### src/rtl/wpb_pkg.sv
package wpb_pkg;
    localparam int ADDR_W   = 32;
    localparam int SB_W     = 64;
    localparam int PCI_W    = 32;
    localparam int SB_BE_W  = SB_W / 8;
    localparam int PCI_BE_W = PCI_W / 8;

    typedef enum logic [1:0] {
        SP_MEM = 2'd0,
        SP_IO  = 2'd1,
        SP_CFG = 2'd2,
        SP_SPC = 2'd3
    } space_e;

    typedef struct packed {
        logic [ADDR_W-1:0]  addr;
        logic [SB_W-1:0]    data;
        logic [SB_BE_W-1:0] be;
        space_e             space;
    } entry_t;

    function automatic logic [3:0] write_cmd(space_e sp);
        case (sp)
            SP_IO:   return 4'b0011;
            SP_CFG:  return 4'b1011;
            SP_SPC:  return 4'b0001;
            default: return 4'b0111;
        endcase
    endfunction
endpackage

### src/rtl/wpb_buf.sv
module wpb_buf
    import wpb_pkg::*;
#(
    parameter int DEPTH = 4,
    localparam int PTR_W = (DEPTH > 1) ? $clog2(DEPTH) : 1,
    localparam int CNT_W = $clog2(DEPTH + 1)
) (
    input  logic             clk,
    input  logic             rst_n,
    input  logic             push,
    input  entry_t           push_ent,
    input  logic             pop,
    output entry_t           head,
    output logic [CNT_W-1:0] count
);
    typedef struct packed {
        entry_t [DEPTH-1:0] slot;
        logic [PTR_W-1:0]   wr;
        logic [PTR_W-1:0]   rd;
        logic [CNT_W-1:0]   cnt;
    } buf_state_t;

    buf_state_t s_d, s_q;

    always_comb begin
        s_d = s_q;
        if (push) begin
            s_d.slot[s_q.wr] = push_ent;
            s_d.wr           = s_q.wr + 1'b1;
        end
        if (pop) begin
            s_d.rd = s_q.rd + 1'b1;
        end
        s_d.cnt = s_q.cnt + CNT_W'(push) - CNT_W'(pop);
    end

    always_ff @(posedge clk) begin
        if (!rst_n) s_q <= '0;
        else        s_q <= s_d;
    end

    assign head  = s_q.slot[s_q.rd];
    assign count = s_q.cnt;

    assert_no_overflow_R2: assert property (@(posedge clk) disable iff (!rst_n)
        push |-> (s_q.cnt < CNT_W'(DEPTH)));
    assert_no_underflow_R4: assert property (@(posedge clk) disable iff (!rst_n)
        pop |-> (s_q.cnt != '0));
endmodule

### src/rtl/wpb_admit.sv
module wpb_admit
    import wpb_pkg::*;
#(
    parameter int DEPTH = 4,
    parameter int BEATS = 4,
    localparam int CNT_W = $clog2(DEPTH + 1),
    localparam int BT_W  = $clog2(BEATS + 1)
) (
    input  logic             clk,
    input  logic             rst_n,
    input  logic             sb_req,
    input  logic             sb_burst,
    input  space_e           sb_space,
    input  logic [CNT_W-1:0] count,
    input  logic             pop,
    output logic             sb_ack,
    output logic             push,
    output logic             burst_mode,
    output logic             burst_open
);
    typedef enum logic [1:0] {CN_IDLE, CN_WAIT, CN_DONE} conn_e;

    typedef struct packed {
        logic            burst_mode;
        logic [BT_W-1:0] beats;
        conn_e           conn;
    } adm_state_t;

    adm_state_t s_d, s_q;

    logic room, empty, free;
    logic acc_single, acc_bfirst, acc_bnext, cap_conn;

    always_comb begin
        room  = count < CNT_W'(DEPTH);
        empty = count == '0;
        free  = !s_q.burst_mode && (s_q.conn == CN_IDLE);

        acc_single = sb_req && !sb_burst && (sb_space == SP_MEM) && room && free;
        acc_bfirst = sb_req && sb_burst && empty && free;
        acc_bnext  = sb_req && sb_burst && s_q.burst_mode && (s_q.beats < BT_W'(BEATS));
        cap_conn   = sb_req && !sb_burst && (sb_space != SP_MEM) && empty && free;

        push   = acc_single || acc_bfirst || acc_bnext || cap_conn;
        sb_ack = acc_single || acc_bfirst || acc_bnext || (sb_req && s_q.conn == CN_DONE);

        s_d = s_q;
        if (acc_bfirst) begin
            s_d.burst_mode = 1'b1;
            s_d.beats      = BT_W'(1);
        end else if (acc_bnext) begin
            s_d.beats = s_q.beats + 1'b1;
        end
        if (s_q.burst_mode && pop && count == CNT_W'(1)) begin
            s_d.burst_mode = 1'b0;
            s_d.beats      = '0;
        end
        case (s_q.conn)
            CN_IDLE: if (cap_conn) s_d.conn = CN_WAIT;
            CN_WAIT: if (pop)      s_d.conn = CN_DONE;
            CN_DONE: if (sb_req)   s_d.conn = CN_IDLE;
            default:               s_d.conn = CN_IDLE;
        endcase
    end

    always_ff @(posedge clk) begin
        if (!rst_n) s_q <= '{burst_mode: 1'b0, beats: '0, conn: CN_IDLE};
        else        s_q <= s_d;
    end

    assign burst_mode = s_q.burst_mode;
    assign burst_open = s_q.burst_mode && (s_q.beats < BT_W'(BEATS));

    assert_burst_into_empty_R3: assert property (@(posedge clk) disable iff (!rst_n)
        (sb_ack && sb_burst && !s_q.burst_mode) |-> (count == '0));
    assert_connected_after_drain_R7: assert property (@(posedge clk) disable iff (!rst_n)
        (sb_ack && !sb_burst && sb_space != SP_MEM) |-> (count == '0));
    assert_posted_lands_R1: assert property (@(posedge clk) disable iff (!rst_n)
        (sb_ack && !sb_burst && sb_space == SP_MEM) |=> (count != '0));
endmodule

### src/rtl/wpb_drain.sv
module wpb_drain
    import wpb_pkg::*;
#(
    parameter int DEPTH = 4,
    localparam int CNT_W = $clog2(DEPTH + 1),
    localparam int WORDS = SB_W / PCI_W,
    localparam int WI_W  = (WORDS > 1) ? $clog2(WORDS) : 1
) (
    input  logic                clk,
    input  logic                rst_n,
    input  entry_t              head,
    input  logic [CNT_W-1:0]    count,
    input  logic                burst_mode,
    input  logic                burst_open,
    input  logic                pci_gnt,
    input  logic                pci_trdy,
    input  logic                pci_stop,
    output logic                pop,
    output logic                pci_req,
    output logic                pci_addr_vld,
    output logic                pci_dat_vld,
    output logic                pci_last,
    output logic [ADDR_W-1:0]   pci_addr,
    output logic [3:0]          pci_cmd,
    output logic [PCI_W-1:0]    pci_wdata,
    output logic [PCI_BE_W-1:0] pci_be
);
    typedef enum logic [1:0] {DR_IDLE, DR_REQ, DR_ADDR, DR_DATA} dr_e;

    typedef struct packed {
        dr_e             st;
        logic [WI_W-1:0] widx;
    } dr_state_t;

    dr_state_t s_d, s_q;
    logic work, last_word;

    always_comb begin
        work      = (count != '0) && !burst_open;
        last_word = s_q.widx == WI_W'(WORDS - 1);

        pci_req      = s_q.st == DR_REQ;
        pci_addr_vld = s_q.st == DR_ADDR;
        pci_dat_vld  = s_q.st == DR_DATA;
        pci_last     = pci_dat_vld && last_word && (!burst_mode || count == CNT_W'(1));
        pci_addr     = head.addr + ADDR_W'(32'(s_q.widx) * PCI_BE_W);
        pci_cmd      = write_cmd(head.space);
        pci_wdata    = head.data[s_q.widx * PCI_W +: PCI_W];
        pci_be       = head.be[s_q.widx * PCI_BE_W +: PCI_BE_W];

        pop = 1'b0;
        s_d = s_q;
        case (s_q.st)
            DR_IDLE: if (work)    s_d.st = DR_REQ;
            DR_REQ:  if (pci_gnt) s_d.st = DR_ADDR;
            DR_ADDR:              s_d.st = DR_DATA;
            DR_DATA: begin
                if (pci_trdy) begin
                    if (last_word) begin
                        pop      = 1'b1;
                        s_d.widx = '0;
                    end else begin
                        s_d.widx = s_q.widx + 1'b1;
                    end
                end
                if ((pci_trdy && pci_last) || pci_stop) s_d.st = DR_IDLE;
            end
            default: s_d.st = DR_IDLE;
        endcase
    end

    always_ff @(posedge clk) begin
        if (!rst_n) s_q <= '{st: DR_IDLE, widx: '0};
        else        s_q <= s_d;
    end

    assert_addr_after_grant_R9: assert property (@(posedge clk) disable iff (!rst_n)
        pci_addr_vld |-> $past(pci_req && pci_gnt));
    assert_single_phase_R9: assert property (@(posedge clk) disable iff (!rst_n)
        $onehot0({pci_req, pci_addr_vld, pci_dat_vld}));
    assert_hold_on_wait_R11: assert property (@(posedge clk) disable iff (!rst_n)
        (pci_dat_vld && !pci_trdy && !pci_stop) |=>
            (pci_dat_vld && $stable(pci_wdata) && $stable(pci_be) && $stable(pci_addr)));
    assert_no_req_while_open_R5: assert property (@(posedge clk) disable iff (!rst_n)
        burst_open |-> !pci_addr_vld && !pci_dat_vld);
endmodule

### src/rtl/write_post_bridge.sv
module write_post_bridge
    import wpb_pkg::*;
#(
    parameter int BUF_BYTES   = 32,
    parameter int BURST_BEATS = 4,
    localparam int DEPTH = BUF_BYTES / SB_BE_W,
    localparam int CNT_W = $clog2(DEPTH + 1)
) (
    input  logic        clk,
    input  logic        rst_n,
    input  logic        sb_req,
    input  logic        sb_burst,
    input  logic [1:0]  sb_space,
    input  logic [31:0] sb_addr,
    input  logic [63:0] sb_wdata,
    input  logic [7:0]  sb_be,
    output logic        sb_ack,
    output logic        buf_empty,
    output logic        pci_req,
    input  logic        pci_gnt,
    output logic        pci_addr_vld,
    output logic [31:0] pci_addr,
    output logic [3:0]  pci_cmd,
    output logic        pci_dat_vld,
    output logic [31:0] pci_wdata,
    output logic [3:0]  pci_be,
    output logic        pci_last,
    input  logic        pci_trdy,
    input  logic        pci_stop
);
    entry_t           push_ent, head;
    logic             push, pop, burst_mode, burst_open;
    logic [CNT_W-1:0] count;
    space_e           space_in;

    assign space_in = space_e'(sb_space);

    always_comb begin
        push_ent.addr  = sb_addr;
        push_ent.data  = sb_wdata;
        push_ent.be    = sb_be;
        push_ent.space = sb_burst ? SP_MEM : space_in;
    end

    wpb_buf #(.DEPTH(DEPTH)) u_buf (
        .clk(clk), .rst_n(rst_n), .push(push), .push_ent(push_ent),
        .pop(pop), .head(head), .count(count)
    );

    wpb_admit #(.DEPTH(DEPTH), .BEATS(BURST_BEATS)) u_admit (
        .clk(clk), .rst_n(rst_n), .sb_req(sb_req), .sb_burst(sb_burst),
        .sb_space(space_in), .count(count), .pop(pop), .sb_ack(sb_ack),
        .push(push), .burst_mode(burst_mode), .burst_open(burst_open)
    );

    wpb_drain #(.DEPTH(DEPTH)) u_drain (
        .clk(clk), .rst_n(rst_n), .head(head), .count(count),
        .burst_mode(burst_mode), .burst_open(burst_open),
        .pci_gnt(pci_gnt), .pci_trdy(pci_trdy), .pci_stop(pci_stop),
        .pop(pop), .pci_req(pci_req), .pci_addr_vld(pci_addr_vld),
        .pci_dat_vld(pci_dat_vld), .pci_last(pci_last), .pci_addr(pci_addr),
        .pci_cmd(pci_cmd), .pci_wdata(pci_wdata), .pci_be(pci_be)
    );

    assign buf_empty = count == '0;

    assert_empty_flag_R2: assert property (@(posedge clk) disable iff (!rst_n)
        (buf_empty && !sb_ack) |=> !pci_dat_vld || !$past(pci_dat_vld && pci_trdy));
endmodule

### config.mk
export PLATFORM = sky130hd
export DESIGN_NAME = write_post_bridge
export DESIGN_NICKNAME = d
export VERILOG_FILES = /design/src/rtl/wpb_pkg.sv /design/src/rtl/wpb_buf.sv /design/src/rtl/wpb_admit.sv /design/src/rtl/wpb_drain.sv /design/src/rtl/write_post_bridge.sv
export SDC_FILE = /design/constraint.sdc
export NUM_CORES = 1
export LEC_CHECK = 0
export BUFFER_PORTS_ARGS = -buffer_cell sky130_fd_sc_hd__buf_4
export CORE_MARGIN = 8
export CORE_UTILIZATION = 50
export DETAILED_ROUTE_END_ITERATION = 10
export PLACE_DENSITY = 0.71
export SYNTH_ARGS = -nofsm -noshare
export SYNTH_HDL_FRONTEND = slang
export SYNTH_HIERARCHICAL = 1
export SYNTH_SLANG_ARGS = --single-unit
### constraint.sdc
create_clock -name clk -period 4.35 [get_ports clk]
set_input_delay 0.6525 -clock clk [delete_from_list [all_inputs] [get_ports clk]]
set_output_delay 0.6525 -clock clk [all_outputs]
set_load 0.05 [all_outputs]
* Yosys cells after proc, flatten, opt, wreduce, memory -nomap -nowiden
Index checks and enable logic that the tools add are counted.
** Storage, ports and cells
- Input bits :: 113
- Output and inout bits :: 78
- Register bits :: 440
** Cells by class
- Order comparisons :: 5
- Equality and inequality tests :: 15
- Shift operators :: 2
- Bitwise logic cells :: 1
- $add $sub $neg :: 7
- Reduce and logical (&&, ||, !) cells :: 43
- Multiplexer cells :: 21
** Operator list (count)
- 424-bit bitwise mux :: 1
- 106-bit binary-select mux with 2-bit select :: 1
- 106-bit demux with 2-bit select :: 1
- 106-bit 2-to-1 mux :: 2
- 64-bit by 7-bit indexed part select with 32-bit output :: 1
- 32-bit by 3-bit adder with 32-bit output :: 1
- 1-bit logical AND :: 22
- 2-bit 2-to-1 mux :: 7
- 4-bit one-hot mux with 3 select lines :: 1
- 2-bit equality test, second input constant :: 5
- 2-bit by 1-bit != test with 1-bit output, second input constant :: 5
- 2-bit one-hot mux with 4 select lines :: 1
- 8-bit by 4-bit indexed part select with 4-bit output :: 1
- 2-bit by 1-bit equality test with 1-bit output, second input constant :: 3
- 2-bit logical NOT :: 3
- 1-bit logical OR :: 6
- 2-bit by 3-bit less-than comparator with 1-bit output, second input constant :: 2
- 3-bit less-than comparator, second input constant :: 2
- 1-bit 2-to-1 mux :: 6
- 2-bit one-hot mux with 3 select lines :: 1
- 3-bit AND reduction :: 2
- 2-bit by 1-bit adder with 2-bit output, second input constant :: 2
- 2-bit nonzero test :: 2
- 3-bit by 1-bit adder with 3-bit output :: 1
- other kinds (13) :: 15

* Logic depth before layout (Yosys ltp)
Gate-level depths: netlist of the first run.
- Depth after elaboration :: 10
- Mapped depth :: 10

* By module
Netlist of the first run, hierarchy kept.
** Modules (own cells, without submodules)
- wpb_buf :: sequential area each 8628.3 µm², area each 21214.1 µm², cells each 2101, instances 1
- wpb_drain :: sequential area each 60.1 µm², area each 1308.8 µm², cells each 152, instances 1
- wpb_admit :: sequential area each 120.1 µm², area each 351.6 µm², cells each 40, instances 1
- write_post_bridge :: sequential area each 0.0 µm², area each 22.5 µm², cells each 3, instances 1

* Worst setup path before layout of the first run
Ideal clock, no wire load.
- Path kind :: reg2out
- Start point :: register u_buf/s_q[4] in the netlist's numbering
- End point :: output port pci_addr[14]
- Setup slack :: 914 ps
- Data arrival time :: 2783 ps
- Cell stages (with the launch flop) :: 11
- Cell sequence :: dfxtp_1 > buf_6 > buf_4 > buf_4 > mux4_2 > ha_1 > ha_1 > nand3_1 > nor3_1 > nand3_1 > xnor2_1
** RTL lines
- start, declared :: RTL line wpb_buf.sv:23 : buf_state_t s_d, s_q;
- start signal, assigned :: RTL line wpb_buf.sv:38 : if (!rst_n) s_q <= '0;
- start signal, assigned :: RTL line wpb_buf.sv:39 : else s_q <= s_d;
- end, declared :: RTL line write_post_bridge.sv:22 : output logic [31:0] pci_addr,

==> results of run 1 <==
## worst register-to-register path: cells and delay by family, from the launching register on
kind | cells | cell delay [ns]
compound gates | 3 | 0.54
buf+inv | 2 | 0.94
flops | 1 | 0.37
simple gates | 2 | 0.75
## stage by stage
stage,std cells,util
2_1_floorplan,2296,-
3_3_place_gp,2846,0.533
3_5_place_dp,2846,0.533
4_1_cts,2931,0.569
5_1_grt,2934,0.570
6_report,2937,0.570
## worst min path at each step
| stage | start | to | slack, ns |
|---|---|---|---|
| floorplan | u_drain/s_q[2] | u_drain/s_q[2] | 0.47 |
| global placement | u_drain/s_q[1] | u_drain/s_q[1] | 0.49 |
| detailed placement | u_drain/s_q[2] | u_drain/s_q[2] | 0.51 |
| CTS | sb_wdata[37] | u_buf/s_q[372] | 0.34 |
| global route | sb_wdata[5] | u_buf/s_q[234] | 0.36 |
| finish | sb_wdata[37] | u_buf/s_q[54] | 0.37 |
## registers in the layout, indices dropped and copies added, names as in the netlist
name	flops
u_buf/s_q	428
u_admit/s_q	5
u_drain/last_word	1
u_admit/burst_mode	1
u_drain/s_q	2
u_buf/count	3
## placed cells by master, fill, tap and decap left out, types with 2 or more instances in the layout
cell	count
sky130_fd_sc_hd__dfxtp_1	437
sky130_fd_sc_hd__nand3_1	436
sky130_fd_sc_hd__a21oi_1	430
sky130_fd_sc_hd__a21bo_2	345
sky130_fd_sc_hd__buf_4	205
sky130_fd_sc_hd__mux4_2	86
sky130_fd_sc_hd__a21bo_1	80
sky130_fd_sc_hd__clkbuf_16	49
sky130_fd_sc_hd__mux2_2	36
sky130_fd_sc_hd__xnor2_1	24
sky130_fd_sc_hd__mux4_1	20
sky130_fd_sc_hd__buf_12	17
sky130_fd_sc_hd__nand2_1	15
sky130_fd_sc_hd__nor2_1	13
sky130_fd_sc_hd__inv_1	11
sky130_fd_sc_hd__clkbuf_1	10
sky130_fd_sc_hd__clkbuf_8	10
sky130_fd_sc_hd__ha_1	10
sky130_fd_sc_hd__clkinv_2	9
sky130_fd_sc_hd__xor2_1	8
sky130_fd_sc_hd__nand4_1	8
sky130_fd_sc_hd__diode_2	6
sky130_fd_sc_hd__bufinv_16	6
sky130_fd_sc_hd__nor3_1	5
sky130_fd_sc_hd__nor2b_1	4
sky130_fd_sc_hd__mux2i_1	4
sky130_fd_sc_hd__ha_4	4
sky130_fd_sc_hd__and3_1	4
sky130_fd_sc_hd__nand2b_1	3
sky130_fd_sc_hd__and2_1	3
sky130_fd_sc_hd__nor4_4	3
sky130_fd_sc_hd__nand4b_1	2
sky130_fd_sc_hd__nand3b_1	2
sky130_fd_sc_hd__a21boi_0	2
sky130_fd_sc_hd__dfxtp_4	2
sky130_fd_sc_hd__nand4_4	2
sky130_fd_sc_hd__o21ai_0	2
## cells by family after synthesis
family | count (synthesis)
AOI/OAI and AO/OA | 865
and+or+nand+nor | 512
DFF | 440
buffers and inverters | 284
muxes | 146
xor gates and xnor gates | 33
adders and majority gates | 15
other | 1
## area by class of cell
class                           instances  area [um^2]  area share
Inverter                               12         52.6     0.00204
Multi-Input combinational cell       1572        12700       0.490
Tap cell                              600          751      0.0291
Clock inverter                         16          234     0.00907
Antenna cell                            6         15.0    0.000582
Sequential cell                       440         8820       0.342
Clock buffer                           69         1400      0.0543
Timing Repair Buffer                  222         1880      0.0728
## power by group through the flow
stage               clock network (mW)  logic (mW)  registers, mW
floorplan                            0        4.77           4.76
global placement                     0        5.82           4.85
detailed placement                   0        5.97           4.88
CTS                               4.33        5.99           4.80
global route                      4.49        6.47           4.86
finish                            4.23        6.00           4.80
## metal layers
layer	wire [um]	up-vias	track usage	part of all wire
met4	1760	2	0.0810	0.030
met1	24300	8622	0.266	0.42
met2	29100	460	0.359	0.50
met5	13	-	0	0.00022
li1	-	8454	-	-
met3	3380	105	0.0433	0.058
==> metrics.txt, run 1 <==
largest voltage drop on the vdd net slightly above 0.5 mV; clock tree buffer depth 3; Routed Antenna Nets 0; Worst Path Required roughly 3.7 ns; worst reg2reg path depth 7; number of nets in the final layout 2,424; Switching Power approximately 5.9 mW; sequential element share of the synthesized area 0.385; pin count of the biggest net entering global routing ~140; most frequent cell after synthesis sky130_fd_sc_hd__dfxtp_1; Die Outline Area roughly 53,000 um^2; maximum clock rate 0.257 GHz; setup bufs post-CTS 0; register bit total from synthesis 440; clock tree from TritonCTS built; post-route worst hold slack between 0.3 and 0.4 ns; cell with the most instances on the worst path sky130_fd_sc_hd__buf_4; Die Span X between 200 and 250 um; post-layout minimum cycle time about 3.9 ns; Max Transition Viols Final 0; switching part of the total 0.396; instance area at placement around 24,000 um^2; type of the tightest min-delay check input port to flip-flop; PnR Total Power approximately 15 mW; capturing point of the worst reg2reg path u_buf/s_q[306]; Resize count post-CTS 0; routed len/inst 19.9 um; mapped cell area roughly 23,000 um^2; cell family with most CP delay simple AND/OR/NAND/NOR gates; average instance area after synthesis roughly 10 um^2; Synth warnings 6; most instantiated cells after synthesis sky130_fd_sc_hd__dfxtp_1 (440), sky130_fd_sc_hd__nand3_1 (436), sky130_fd_sc_hd__a21oi_1 (430); slew at the pin with the worst max-slew slack between 1 and 1.5 ns; critical path data arrival time approximately 3.2 ns; overall overflow remaining after global route 0; Post-Synth Simple-Gate Area 0.118; number of remaining DRC errors 0; Clock power frac 0.282; routed vias/inst 6.01; gate count of the mapped netlist around 2,300; number of buffer and inverter instances along the worst setup path 2; number of cells traversed by the worst hold path 3; Core Rows 78; fraction of final layout cells sized beyond drive strength 1 0.337; status complete, no violations; nets in the synthesized netlist ~2,400; dominant combinational cell family by area after synthesis compound AO/OA/AOI/OAI gates; number of hold violations in the final report 0; number of buffers inserted during clock tree synthesis 48; cell taking the most area after synthesis sky130_fd_sc_hd__dfxtp_1; multiplexer area fraction after synthesis 0.127; commonest register cell after synthesis sky130_fd_sc_hd__dfxtp_1; number of flops mapped to enable cells by yosys 0; Synth Area in Compound Gates 0.283; post-route setup TNS 0 ns; critical path endpoint pci_addr[26]; setup violation total in the final timing report 0; GRT Util Overall 0.213; area of the core around 45,000 um^2; number of ports placed on the die boundary between 150 and 200; count of filler cells inserted in the layout between 3,000 and 4,000; count of H-tree levels built during CTS 2; combinational power share 0.399; worst skew pair latency about 0.57 ns; global placement routability congestion around 0.80; launching element of the worst setup path u_buf/s_q[4]; half-perimeter wire length after detailed placement ~35,000 um; PortBufs between 150 and 200; total number of clock tree sinks 440; XOR/XNOR Fraction of Synth Area 0.0133; nature of the critical path startpoint flip-flop; cell area power density roughly 580 nW/um^2; Area Overhead vs Synth 12.7%; critical path's largest stage delay 0.64 ns; drt pass-1 iters 8; sequential fraction of design power 0.319; internal cell power ~9.1 mW; proportion of netlist area held by the largest area contributor 0.385; critical path class flip-flop to primary output; setup repair after global routing missed its margin no; critical path depth in cells 7; largest fanout on the critical path 21; maximum capacitance violations 0; worst clock skew around 0.021 ns; r2r setup slk 1.59 ns; critical path cell sequence buf_4 > mux4_2 > nand4_2 > nor4_4 > nand3_1 > xnor2_1 > buf_4; Routed Wire Length roughly 60,000 um; Leak Pwr between 9 and 10 nW; initial DRC count ~1,400; slowest cell on the critical path sky130_fd_sc_hd__dfxtp_4; Period Utilization, post-route 0.896; CTS hold repair buffers 0; final cell area excluding filler cells approximately 26,000 um^2; kind of capture point of the worst setup path primary output; setup slack at placement about 1 ns; via count ~18,000; share of async-settable or async-resettable flops after synthesis 0; r2r startpoint u_buf/count[2]; final worst-path setup slack 0.454 ns; headroom to the max-slew limit 0.212; Die Span Y roughly 230 um; global-route wire length before repair between 90,000 and 100,000 um; number of antenna violations at the first check in global routing 7; number of unique standard cell types used by synthesis between 50 and 60; root buffer selected by CTS sky130_fd_sc_hd__clkbuf_16; biggest area contributors in the synthesized netlist sky130_fd_sc_hd__dfxtp_1 (38%), sky130_fd_sc_hd__a21bo_2 (15%), sky130_fd_sc_hd__nand3_1 (9.5%); initial standard-cell utilization of the core 0.506; adder and majority cell fraction of the synthesized area 0.00852; CTS clk-pin slew, worst paths roughly 0.06 ns; vias in the first global route roughly 17,000
Note: power is estimated with default switching activity, not from simulation.
==> inputs of run 2 (changes only) <==
--- a/config.mk
+++ b/config.mk
@@ -9,7 +9,7 @@
 export CORE_MARGIN = 8
 export CORE_UTILIZATION = 50
 export DETAILED_ROUTE_END_ITERATION = 10
-export PLACE_DENSITY = 0.71
+export PLACE_DENSITY_LB_ADDON = 0.08
 export SYNTH_ARGS = -nofsm -noshare
 export SYNTH_HDL_FRONTEND = slang
 export SYNTH_HIERARCHICAL = 1
==> run 2 against run 1 <==
  * Count of clock-buffer cells in the layout increased by 4
  * Sequential power about the same
  * Total power decreased by 0.48%
  * Sequential share of layout area about the same
  * Design area decreased by 0.15%
  * Global-route usage increased by 0.12 points
  * Core utilization decreased by 0.083 points
  * Highest routed layer unchanged
  * Clock skew increased by 0.0048 ns
==> metrics.txt, run 2 (synthesis gave the netlist of run 1 again) <==
status complete, no violations; pin count of the biggest net entering global routing 178 (+30%); slowest cell on the critical path sky130_fd_sc_hd__dfxtp_4; Routed Antenna Nets 0 (unchanged); setup violation total in the final timing report 0 (unchanged); number of ports placed on the die boundary 191 (unchanged); total number of clock tree sinks 440 (unchanged); count of H-tree levels built during CTS 2 (unchanged); Period Utilization, post-route 0.913 (+0.0172); critical path data arrival time 3.32 ns (+0.08 ns); via count 17,400 (-1.6%); global placement routability congestion 0.791 (-1.6%); GRT Util Overall 0.214 (+0.00125); root buffer selected by CTS sky130_fd_sc_hd__clkbuf_16; initial standard-cell utilization of the core 0.506 (unchanged); setup repair after global routing missed its margin no; leading cell types in the layout, fill and taps excluded sky130_fd_sc_hd__dfxtp_1 (437), sky130_fd_sc_hd__nand3_1 (436), sky130_fd_sc_hd__a21oi_1 (430), sky130_fd_sc_hd__a21bo_2 (345), sky130_fd_sc_hd__buf_4 (207); CTS hold repair buffers 0 (unchanged); overall overflow remaining after global route 0 (unchanged); critical path class flip-flop to primary output; leading cell type in the layout, fill and taps excluded sky130_fd_sc_hd__dfxtp_1; PortBufs 189 (unchanged); Die Span X 230 um (unchanged); Die Span Y 230 um (unchanged); nature of the critical path startpoint flip-flop; Core Rows 78 (unchanged); number of antenna violations at the first check in global routing 5 (-2); drt pass-1 iters 5 (-3); number of hold violations in the final report 0 (unchanged); largest fanout on the critical path 32 (+52%); Worst Path Required 3.70 ns (about the same); post-layout minimum cycle time 3.97 ns (+0.0746 ns); Die Outline Area 52,900 um^2 (unchanged); cell family with most CP delay simple AND/OR/NAND/NOR gates; CTS clk-pin slew, worst paths 0.06 ns (about the same); vias in the first global route 16,500 (-4.5%); slew at the pin with the worst max-slew slack 1.01 ns (-0.168 ns); number of buffer and inverter instances along the worst setup path 2 (unchanged); worst clock skew 0.0260 ns (+0.00484 ns); kind of capture point of the worst setup path primary output; half-perimeter wire length after detailed placement 35,700 um (+0.66%); fraction of final layout cells sized beyond drive strength 1 0.338 (+0.00171); count of filler cells inserted in the layout 4,012 (+2.4%); critical path's largest stage delay 0.72 ns (+0.08 ns); number of flip-flops under the largest register name 428 (unchanged); worst skew pair latency 0.59 ns (+0.02 ns); type of the tightest min-delay check input port to flip-flop; global-route wire length before repair 94,100 um (-0.18%); Routed Wire Length 59,400 um (+1.3%); instance area at placement 24,100 um^2 (-0.10%); antenna cells 0 (-6); initial DRC count 1,330 (-6.3%); routed len/inst 20.2 um (+1.4%); number of remaining DRC errors 0 (unchanged); clock tree from TritonCTS built; area of the core 45,300 um^2 (unchanged); cell area power density 580 nW/um^2 (-0.34%); routed vias/inst 5.91 (-1.5%); number of buffers inserted during clock tree synthesis 49 (+2.1%); cell with the most instances on the worst path sky130_fd_sc_hd__buf_4; clock tree buffer depth 3 (unchanged); Resize count post-CTS 0 (unchanged); setup slack at placement 0.985 ns (-0.0396 ns); final cell area excluding filler cells 25,800 um^2 (-0.15%); register containing the most flip-flops in the final layout u_buf/s_q; Area Overhead vs Synth 12.5%; Leak Pwr 9.40 nW (-0.19%); headroom to the max-slew limit 0.324 (+0.112); maximum capacitance violations 0 (unchanged); largest voltage drop on the vdd net 0.678 mV (+33%); maximum clock rate 0.252 GHz (-1.9%); critical path cell sequence buf_4 > mux4_2 > nand4_2 > nor4_4 > nand4_1 > xnor2_1 > buf_4; post-route setup TNS 0 ns (unchanged); Max Transition Viols Final 0 (unchanged); setup bufs post-CTS 0 (unchanged); final worst-path setup slack 0.380 ns (-0.0746 ns); number of nets in the final layout 2,425 (+0.041%)
run 2: changes by cell type in the layout (fill, tap and decap cells not counted), sizes merged:
| cell | before | now |
|---|---|---|
| clkinvlp | 0 | 4 |
| clkinv | 10 | 8 |
| bufinv | 6 | 2 |
| diode | 6 | 0 |
| clkbuf | 69 | 73 |
| inv | 12 | 13 |
run 2: final cells by class:
| class | count | area (um^2) | area share |
|---|---|---|---|
| multi-input combinational | 1572 | 12700 | 0.491 |
| sequential | 440 | 8820 | 0.342 |
| timing repair buffer | 222 | 1850 | 0.0720 |
| clock buffer | 73 | 1500 | 0.0582 |
| tap | 600 | 751 | 0.0291 |
| clock inverter | 15 | 139 | 0.00539 |
| inverter | 12 | 52.6 | 0.00204 |
run 2: worst paths after layout:
check	start	to	slack [ns]	cells past startpoint
max	u_buf/s_q[4]	pci_addr[31]	0.38	7
min	sb_wdata[39]	u_buf/s_q[374]	0.36	3
max reg2reg	u_drain/last_word	u_buf/count[2]	1.45	8
min reg2reg	u_drain/s_q[2]	u_drain/s_q[2]	0.51	2
run 2: report_power, final:
| part | switching (mW) | internal [mW] | total (mW) |
|---|---|---|---|
| combinational | 4.06 | 1.93 | 5.99 |
| clock | 1.69 | 2.49 | 4.18 |
| sequential | 0.258 | 4.53 | 4.79 |
| total | 6.00 | 8.95 | 15.0 |
run 2: routing by layer:
layer / GRT usage / wire length, um
met1: 0.282 / 26400
met2: 0.353 / 28500
met3: 0.0446 / 3100
met4: 0.0608 / 1230
met5: 0 / 67
run 2: metrics by stage:
stage / power, mW / hold WS [ns] / utilization / instances
detailed placement: 10.9 / 0.500 / 0.533 / 2846
finish: 15.0 / 0.357 / 0.569 / 2934
CTS: 15.1 / 0.319 / 0.569 / 2934
global route: 15.8 / 0.344 / 0.569 / 2934
floorplan: 9.53 / 0.471 / - / 2296
global placement: 10.7 / 0.482 / 0.533 / 2846
run 2: worst register-to-register path: cells and delay by family, from the launching register on:
| family | cells | cell delay (ns) |
|---|---|---|
| simple gates | 2 | 0.66 |
| fa+ha+maj | 3 | 0.80 |
| buf+inv | 2 | 0.65 |
| xor+xnor | 1 | 0.35 |
| flops | 1 | 0.38 |
==> inputs of run 3 (changes only) <==
--- a/config.mk
+++ b/config.mk
@@ -10,6 +10,7 @@
 export CORE_UTILIZATION = 50
 export DETAILED_ROUTE_END_ITERATION = 10
 export PLACE_DENSITY_LB_ADDON = 0.08
+export RECOVER_POWER = 50
 export SYNTH_ARGS = -nofsm -noshare
 export SYNTH_HDL_FRONTEND = slang
 export SYNTH_HIERARCHICAL = 1
==> run 3 against run 2 <==
  * The flow now finishes with violations (max-capacitance violations, max-slew violations)
  * Via count increased by 0.43%
  * Flip-flop and latch count unchanged
  * Maximum frequency decreased by 4.3%
  * Sequential power about the same
  * Final cell count unchanged
  * Worst setup slack got worse by 0.18 ns
  * Critical path depth unchanged
  * Design area decreased by 0.16%
  * Die area unchanged
  * Sequential share of layout area increased by 0.050 points
  * Hold slack got worse by 0.0015 ns
  * Critical path type is now flip-flop to flip-flop
  * Largest cell class unchanged
==> metrics.txt, run 3 (synthesis gave the netlist of run 1 again) <==
vias in the first global route 16,500 (unchanged); via count 17,400 (+0.43%); Worst Path Required 4.79 ns (+1.09 ns); combinational power share 0.399 (about the same); post-layout instance count excluding filler cells 2,934 (unchanged); r2r setup slk 0.20 ns (-1.25 ns); post-placement cell count 2,846 (unchanged); launching element of the worst setup path u_buf/count[2]; CTS clk-pin slew, worst paths 0.06 ns (about the same); total number of clock tree sinks 440 (unchanged); clock tree buffer depth 3 (unchanged); area of the core 45,300 um^2 (unchanged); half-perimeter wire length after detailed placement 35,700 um (unchanged); post-route worst hold slack 0.355 ns (-0.00150 ns); number of ports placed on the die boundary 191 (unchanged); routed len/inst 20.2 um (about the same); count of H-tree levels built during CTS 2 (unchanged); global-route wire length before repair 94,100 um (unchanged); Die Outline Area 52,900 um^2 (unchanged); clock tree from TritonCTS built; r2r startpoint u_buf/count[2]; fraction of final layout cells sized beyond drive strength 1 0.335 (-0.00386); drt pass-1 iters 5 (unchanged); CTS hold repair buffers 0 (unchanged); type of the tightest min-delay check input port to flip-flop; worst reg2reg path depth 7 (-1); kind of capture point of the worst setup path flip-flop; status finished with violations; maximum clock rate 0.241 GHz (-4.3%); routed vias/inst 5.94 (+0.43%); critical path's largest stage delay 1.81 ns (+1.09 ns); PortBufs 189 (unchanged); cell area power density 580 nW/um^2 (about the same); critical path cell sequence or4b_1 > nand2b_1 > o21ai_0 > buf_12 > buf_4 > a21bo_2 > a21oi_1; overall overflow remaining after global route 0 (unchanged); leading cell types in the layout, fill and taps excluded sky130_fd_sc_hd__dfxtp_1 (438), sky130_fd_sc_hd__nand3_1 (436), sky130_fd_sc_hd__a21oi_1 (430), sky130_fd_sc_hd__a21bo_2 (345), sky130_fd_sc_hd__buf_4 (200); Clock power frac 0.280 (about the same); number of remaining DRC errors 0 (unchanged); GRT Util Overall 0.214 (unchanged); Area Overhead vs Synth 12.3%; post-layout util 0.568 (-0.000912); root buffer selected by CTS sky130_fd_sc_hd__clkbuf_16; largest voltage drop on the vdd net 0.700 mV (+3.3%); violations in the final reports max-capacitance violations, max-slew violations; largest fanout on the critical path 74 (+130%); slew at the pin with the worst max-slew slack 2.40 ns (+1.38 ns); Die Span Y 230 um (unchanged); critical path data arrival time 4.58 ns (+1.26 ns); number of flip-flops under the largest register name 428 (unchanged); Max Transition Viols Final 4 (+4); Core Rows 78 (unchanged); maximum capacitance violations 1 (+1); slowest cell on the critical path sky130_fd_sc_hd__o21ai_0; setup bufs post-CTS 0 (unchanged); final cell area excluding filler cells 25,700 um^2 (-0.16%); Die Span X 230 um (unchanged); Routed Wire Length 59,400 um (about the same); number of nets in the final layout 2,425 (unchanged); Resize count post-CTS 0 (unchanged); Switching Power 5.99 mW (-0.19%); initial standard-cell utilization of the core 0.506 (unchanged); switching part of the total 0.402 (about the same); register containing the most flip-flops in the final layout u_buf/s_q; antenna cells 0 (unchanged); Period Utilization, post-route 0.953 (+0.0405); origin of the worst min-delay path sb_wdata[39]; footprint of the flip-flops and latches 8820 um^2 (about the same); Routed Antenna Nets 0 (unchanged); post-layout minimum cycle time 4.15 ns (+0.176 ns); leading cell type in the layout, fill and taps excluded sky130_fd_sc_hd__dfxtp_1; critical path depth in cells 7 (unchanged); critical path endpoint u_buf/s_q[239]; capturing point of the worst reg2reg path u_buf/s_q[239]; nature of the critical path startpoint flip-flop; final worst-path setup slack 0.203 ns (-0.176 ns); cell family with most CP delay compound AO/OA/AOI/OAI gates; initial DRC count 1,310 (-1.5%); number of buffers inserted during clock tree synthesis 49 (unchanged); count of filler cells inserted in the layout 4,017 (+0.12%); pin count of the biggest net entering global routing 178 (unchanged); setup repair after global routing missed its margin no; number of hold violations in the final report 0 (unchanged); setup slack at placement 0.985 ns (unchanged); global placement routability congestion 0.791 (unchanged); worst skew pair latency 0.59 ns (about the same); number of buffer and inverter instances along the worst setup path 2 (unchanged); post-route setup TNS 0 ns (unchanged); instance area at placement 24,100 um^2 (unchanged); sequential fraction of design power 0.321 (about the same); PnR Total Power 14.9 mW (-0.24%); headroom to the max-slew limit -0.616 (-0.939); number of antenna violations at the first check in global routing 5 (unchanged); critical path class flip-flop to flip-flop; worst clock skew 0.0263 ns (+0.000246 ns); setup violation total in the final timing report 0 (unchanged); area of the multi-input gates 12,600 um^2 (-0.12%); internal cell power 8.93 mW (-0.28%); Leak Pwr 9.37 nW (-0.32%)
## run 3: cell count changes in the layout (fill, tap and decap cells not counted), sizes merged
cell    change
buf         -7
clkbuf      +7
## run 3: layout make-up
type                       instances  share of cell area
multi-input combinational       1572               0.491
sequential                       440               0.343
timing repair buffer             222              0.0711
clock buffer                      73              0.0583
tap                              600              0.0292
clock inverter                    15             0.00540
inverter                          12             0.00204
## run 3: how the worst min path moves through the flow
stage	slack [ns]	cells past startpoint	endpoint
floorplan	0.47	2	u_drain/s_q[2]
finish	0.36	3	u_buf/s_q[374]
global route	0.34	3	u_buf/s_q[190]
CTS	0.32	3	u_buf/s_q[265]
detailed placement	0.50	2	u_drain/s_q[2]
global placement	0.48	2	u_drain/s_q[2]
## run 3: layer usage
metal  vias to the layer above  share of wire  GRT usage
li1                       8466              -          -
met1                      8450           0.44      0.282
met2                       418           0.48      0.353
met3                        84          0.055     0.0446
met4                        10          0.021     0.0608
met5                         -         0.0011          0
## run 3: tightest hold or removal path: stages
cell	delay (ns)
sky130_fd_sc_hd__buf_4	0.13
sky130_fd_sc_hd__nand3_1	0.07
sky130_fd_sc_hd__a21oi_1	0.05
## run 3: power by group through the flow
stage	registers, mW	logic (mW)	clock network (mW)
2_1_floorplan	4.76	4.77	0
3_3_place_gp	4.85	5.88	0
3_5_place_dp	4.87	5.98	0
4_1_cts	4.79	5.99	4.29
5_1_grt	4.85	6.45	4.44
6_report	4.79	5.95	4.18
